[src/rtl/dp_fault_pkg.sv]
package dp_fault_pkg;

   localparam int NUM_ERR     = 5;
   localparam int ERR_ICV     = 0;
   localparam int ERR_IN_OVF  = 1;
   localparam int ERR_OUT_UNF = 2;
   localparam int ERR_IN_LEFT = 3;
   localparam int ERR_OUT_LEFT = 4;

   typedef logic [NUM_ERR-1:0] err_vec_t;

   typedef enum logic {
      SEL_MASK = 1'b0,
      SEL_STAT = 1'b1
   } reg_sel_e;

endpackage

[src/rtl/dp_fault_level.sv]
module dp_fault_level #(
   parameter int WORD_BYTES = 8,
   parameter int CAP_BYTES  = 256
) (
   input  logic clk,
   input  logic rst_n,
   input  logic soft_rst,
   input  logic push,
   input  logic pop,
   output logic full,
   output logic nonempty
);
   localparam int DEPTH = CAP_BYTES / WORD_BYTES;
   localparam int LVL_W = $clog2(DEPTH + 1);
   localparam logic [LVL_W-1:0] LVL_MAX = LVL_W'(DEPTH);

   logic [LVL_W-1:0] lvl_q;
   logic             inc;
   logic             dec;

   assign full     = (lvl_q == LVL_MAX);
   assign nonempty = (lvl_q != '0);
   assign inc      = push && !full;
   assign dec      = pop && nonempty;

   always_ff @(posedge clk or negedge rst_n) begin
      if (!rst_n) begin
         lvl_q <= '0;
      end else if (soft_rst) begin
         lvl_q <= '0;
      end else if (inc && !dec) begin
         lvl_q <= lvl_q + 1'b1;
      end else if (dec && !inc) begin
         lvl_q <= lvl_q - 1'b1;
      end
   end
endmodule

[src/rtl/dp_fault_detect.sv]
module dp_fault_detect
   import dp_fault_pkg::*;
(
   input  logic     in_push,
   input  logic     in_full,
   input  logic     in_nonempty,
   input  logic     done,
   input  logic     out_pop,
   input  logic     out_empty,
   input  logic     size_wr,
   input  logic     icv_mismatch,
   output err_vec_t det
);
   always_comb begin
      det               = '0;
      det[ERR_ICV]      = icv_mismatch;
      det[ERR_IN_OVF]   = in_push && in_full;
      det[ERR_OUT_UNF]  = out_pop && out_empty;
      det[ERR_IN_LEFT]  = done && in_nonempty;
      det[ERR_OUT_LEFT] = size_wr && !out_empty;
   end
endmodule

[src/rtl/dp_fault_regs.sv]
module dp_fault_regs
   import dp_fault_pkg::*;
#(
   parameter int DATA_W = 8
) (
   input  logic              clk,
   input  logic              rst_n,
   input  logic              soft_rst,
   input  logic              reg_wr,
   input  logic              reg_addr,
   input  logic [DATA_W-1:0] reg_wdata,
   output logic [DATA_W-1:0] reg_rdata,
   input  err_vec_t          det,
   output err_vec_t          mask_q,
   output err_vec_t          stat_q
);
   err_vec_t clr_vec;
   logic     wr_mask;
   logic     wr_stat;

   assign wr_mask = reg_wr && (reg_sel_e'(reg_addr) == SEL_MASK);
   assign wr_stat = reg_wr && (reg_sel_e'(reg_addr) == SEL_STAT);
   assign clr_vec = wr_stat ? reg_wdata[NUM_ERR-1:0] : '0;

   generate
      if (DATA_W > NUM_ERR) begin : g_hi
         logic unused_hi;
         assign unused_hi = ^reg_wdata[DATA_W-1:NUM_ERR];
      end
   endgenerate

   always_ff @(posedge clk or negedge rst_n) begin
      if (!rst_n) begin
         mask_q <= '0;
      end else if (wr_mask) begin
         mask_q <= reg_wdata[NUM_ERR-1:0];
      end
   end

   genvar gi;
   generate
      for (gi = 0; gi < NUM_ERR; gi++) begin : g_cell
         always_ff @(posedge clk or negedge rst_n) begin
            if (!rst_n) begin
               stat_q[gi] <= 1'b0;
            end else if (soft_rst) begin
               stat_q[gi] <= 1'b0;
            end else if (det[gi] && !mask_q[gi]) begin
               stat_q[gi] <= 1'b1;
            end else if (clr_vec[gi]) begin
               stat_q[gi] <= 1'b0;
            end
         end
      end
   endgenerate

   always_comb begin
      if (reg_sel_e'(reg_addr) == SEL_MASK) begin
         reg_rdata = DATA_W'(mask_q);
      end else begin
         reg_rdata = DATA_W'(stat_q);
      end
   end
endmodule

[src/rtl/dp_fault_watch.sv]
module dp_fault_watch
   import dp_fault_pkg::*;
#(
   parameter int DATA_W     = 8,
   parameter int WORD_BYTES = 8,
   parameter int CAP_BYTES  = 256
) (
   input  logic              clk,
   input  logic              rst_n,
   input  logic              soft_rst,
   input  logic              reg_wr,
   input  logic              reg_addr,
   input  logic [DATA_W-1:0] reg_wdata,
   output logic [DATA_W-1:0] reg_rdata,
   input  logic              in_push,
   input  logic              in_pop,
   input  logic              out_pop,
   input  logic              out_empty,
   input  logic              size_wr,
   input  logic              done,
   input  logic              icv_mismatch,
   output logic              err_irq,
   output logic              halt
);
   initial begin : elab_chk
      if (DATA_W < NUM_ERR) $error("DATA_W must hold every status bit");
      if (WORD_BYTES < 1) $error("WORD_BYTES must be positive");
      if (CAP_BYTES % WORD_BYTES != 0) $error("CAP_BYTES must be a whole number of words");
      if (CAP_BYTES < WORD_BYTES) $error("capacity below one word");
   end

   logic     in_full;
   logic     in_nonempty;
   err_vec_t det_w;
   err_vec_t mask_q;
   err_vec_t stat_q;

   dp_fault_level #(
      .WORD_BYTES(WORD_BYTES),
      .CAP_BYTES (CAP_BYTES)
   ) u_level (
      .clk     (clk),
      .rst_n   (rst_n),
      .soft_rst(soft_rst),
      .push    (in_push),
      .pop     (in_pop),
      .full    (in_full),
      .nonempty(in_nonempty)
   );

   dp_fault_detect u_detect (
      .in_push     (in_push),
      .in_full     (in_full),
      .in_nonempty (in_nonempty),
      .done        (done),
      .out_pop     (out_pop),
      .out_empty   (out_empty),
      .size_wr     (size_wr),
      .icv_mismatch(icv_mismatch),
      .det         (det_w)
   );

   dp_fault_regs #(
      .DATA_W(DATA_W)
   ) u_regs (
      .clk      (clk),
      .rst_n    (rst_n),
      .soft_rst (soft_rst),
      .reg_wr   (reg_wr),
      .reg_addr (reg_addr),
      .reg_wdata(reg_wdata),
      .reg_rdata(reg_rdata),
      .det      (det_w),
      .mask_q   (mask_q),
      .stat_q   (stat_q)
   );

   assign err_irq = |stat_q;
   assign halt    = |stat_q;
endmodule

[config.mk]
export PLATFORM = sky130hd
export DESIGN_NAME = dp_fault_watch
export DESIGN_NICKNAME = d
export VERILOG_FILES = /design/src/rtl/dp_fault_pkg.sv /design/src/rtl/dp_fault_level.sv /design/src/rtl/dp_fault_detect.sv /design/src/rtl/dp_fault_regs.sv /design/src/rtl/dp_fault_watch.sv
export SDC_FILE = /design/constraint.sdc
export NUM_CORES = 1
export LEC_CHECK = 0
export ABC_AREA = 1
export BUFFER_PORTS_ARGS = -buffer_cell sky130_fd_sc_hd__buf_2
export CAP_MARGIN = 20
export CORE_MARGIN = 3
export CORE_UTILIZATION = 55
export DETAILED_ROUTE_END_ITERATION = 12
export PLACE_DENSITY = 0.83
export SYNTH_ARGS = -nofsm -noshare
export SYNTH_HDL_FRONTEND = slang
export SYNTH_SLANG_ARGS = --single-unit
[constraint.sdc]
create_clock -name clk -period 4.3 [get_ports clk]
set_input_delay 0.43 -clock clk [delete_from_list [all_inputs] [get_ports clk]]
set_output_delay 0.43 -clock clk [all_outputs]
set_load 0.01 [all_outputs]
==> reports/results.ini <==
[timing]
skew_ps = 3.593
max_freq_mhz = 484.2
period_needed_ps = 2065
rsz0062_at_grt = no
finalSetupTns_ps = 0
finalCritPeriodShare = 0.4803
setup_viol = 0
hold_viol = 0
slew_violations = 0

[layout]
diodes = 0
nNetsFinal = 188
stdcell_area_sq_um = 1246
areaGrowthSynthToFinish_pct = 14.35
final_cell_mix = nand2_1 (27), buf_2 (23), inv_1 (20)
drive_above_1_share = 0.2840
final_common_cell = nand2_1
fin_util = 0.6917

[logic_synthesis]
syn-cell-area_sq_um = 1090
synth_area_per_cell_sq_um = 7.897
yosysWarnings = 0
synth_seq_area_share = 0.3674
synth_cell_types = 28
synth_top_area_frac = 0.3674
post-synth-top-area-cell = dfrtp_1
ys_ff_latch = 16
postSynthCellCount = 138
synth_area_leaders = dfrtp_1 (37%), nand2_1 (9.3%), o21ai_0 (7.8%), inv_1 (6.9%), ha_1 (4.6%)

[critical_path]
critPathLaunch = u_level.lvl_q[1]
arrival_ps = 2250
start_kind = flop
end_kind = flop
required_ps = 4490
path_max_fanout = 9
rr_startpoint = u_level.lvl_q[1]
critPathKind = flop to flop
reg2reg_to = u_level.lvl_q[5]
rr_worst_depth = 11
r2r_slack_ps = 2230
endpoint = u_level.lvl_q[5]

[clock_tree]
cts_buffers = 3
insertion_delay_ps = 290
cts_tree = done
clock_path_buffers = 2
clkTransAtPathRegs_ps = 100
clock-sinks = 16
clockRootBuffer = clkbuf_4
post_cts_resized = 0
cts_setup_buffers = 0
cts_hold_buf = 0
htree_levels = 1

[detailed_routing]
drt-total-wl_mm = 2.227
drt_iter0_markers = 23
ant_nets = 0
drc_errors = 0
via_per_inst = 5.166
vias = 966
drt_first_pass_iters = 4
wire_per_inst_microns = 11.91

[run]
drv_cap = 0

[global_routing]
gr-total-overflow = 0
grt_start_max_net_pins = 17
track_usage = 0.2128
grt_pass1_vias = 986
antenna_found_initial = 0
grt_pass1_wl_mm = 4.188

[floorplanning]
start_util = 0.6049
coreArea_sq_um = 1802
fp.dieW_microns = 50.52
dieHeight_microns = 50.52
fp.dieArea_sq_um = 2552
num_rows = 15
io_pins = 30

[placement]
place_hpwl_mm = 1.790
postPlaceCellArea_sq_um = 1210
gp_congestion = 0.8150
io_buffers = 23

[outcome]
outcome = finished, final reports clean

[pwr]
finalPower_w = 0.0006713
peakVddDrop_mv = 0.3194
p_per_area_nw_per_um2 = 538.7
power.leakage_nw = 0.6510

[min_path]
hp-class = input pin to asynchronous set/reset pin

## power breakdown
group / internal, W / switching [W]
Sequential: 0.000183 / 0.0000357
Combinational: 0.000142 / 0.000209
Clock: 0.0000516 / 0.0000502
Total: 0.000376 / 0.000295
## state kept, by name (all words and copies together), names as in the netlist
signal         flops
u_regs.stat_q      5
u_level.lvl_q      6
u_regs.mask_q      5
## through the flow
step                      worst slack (ps)  hold slack [ps]  instances
after floorplan                       2431            134.4        140
after global placement                2282            358.0        183
after detailed placement              2251            361.9        183
after CTS                             2229            44.56        187
after global routing                  1987            43.60        187
final                                 2235            33.69        187
## worst min path at each step
stage | from | endpoint | cells past startpoint | slack [ps]
after floorplan | rst_n | u_level.lvl_q[0] | 0 | 130
after global placement | rst_n | u_regs.mask_q[4] | 1 | 360
after detailed placement | rst_n | u_regs.mask_q[4] | 1 | 360
after CTS | rst_n | u_regs.mask_q[4] | 1 | 40
after global routing | rst_n | u_regs.mask_q[4] | 1 | 40
final | rst_n | u_regs.mask_q[2] | 1 | 30
## per-layer routing
| layer | routed length [microns] | vias to the layer above | track usage |
|---|---|---|---|
| met5 | 0 | - | 0 |
| met4 | 26 | 0 | 0.06278 |
| met3 | 86 | 6 | 0.03858 |
| met2 | 1059 | 24 | 0.3565 |
| met1 | 1054 | 449 | 0.2795 |
| li1 | - | 487 | - |
## critical path: stages, from the launching register on
cell,delay (ps)
dfrtp_1,450
nor2_4,160
nand3_2,140
nand2_4,120
nand2_4,110
ha_1,350
a21oi_1,170
o21ai_0,90
nor2_1,150
nand3_1,90
nand3_1,80
nand2_1,50
## cells in the mapped netlist (all sizes together)
| cell | n |
|---|---|
| conb | 1 |
| inv | 21 |
| xor2 | 2 |
| clkbuf | 1 |
| nand2 | 33 |
| ha | 4 |
| dfrtp | 16 |
| o21a | 1 |
| nand3b | 1 |
| o21ai | 22 |
| nand3 | 11 |
| fa | 1 |
| xnor2 | 1 |
| clkinv | 1 |
| buf | 4 |
| nor2 | 7 |
| nor3 | 2 |
| a21oi | 9 |
## cell type report
type	count	area (sq um)
Tap cell	25	31.28
Timing Repair Buffer	23	115.1
Fill cell	158	555.5
Sequential cell	16	400.4
Clock buffer	4	36.28
Multi-Input combinational cell	97	579.3
Inverter	22	83.83
## logic make-up after synthesis
group           Yosys count  synth area share
simple gates             54            0.2664
compound gates           32            0.1665
buf+inv                  27            0.1079
flops                    16            0.3674
fa+ha+maj                 5           0.06430
xor+xnor                  3           0.02411
other cells               1          0.003441
Power figures use the tool's default switching activity.
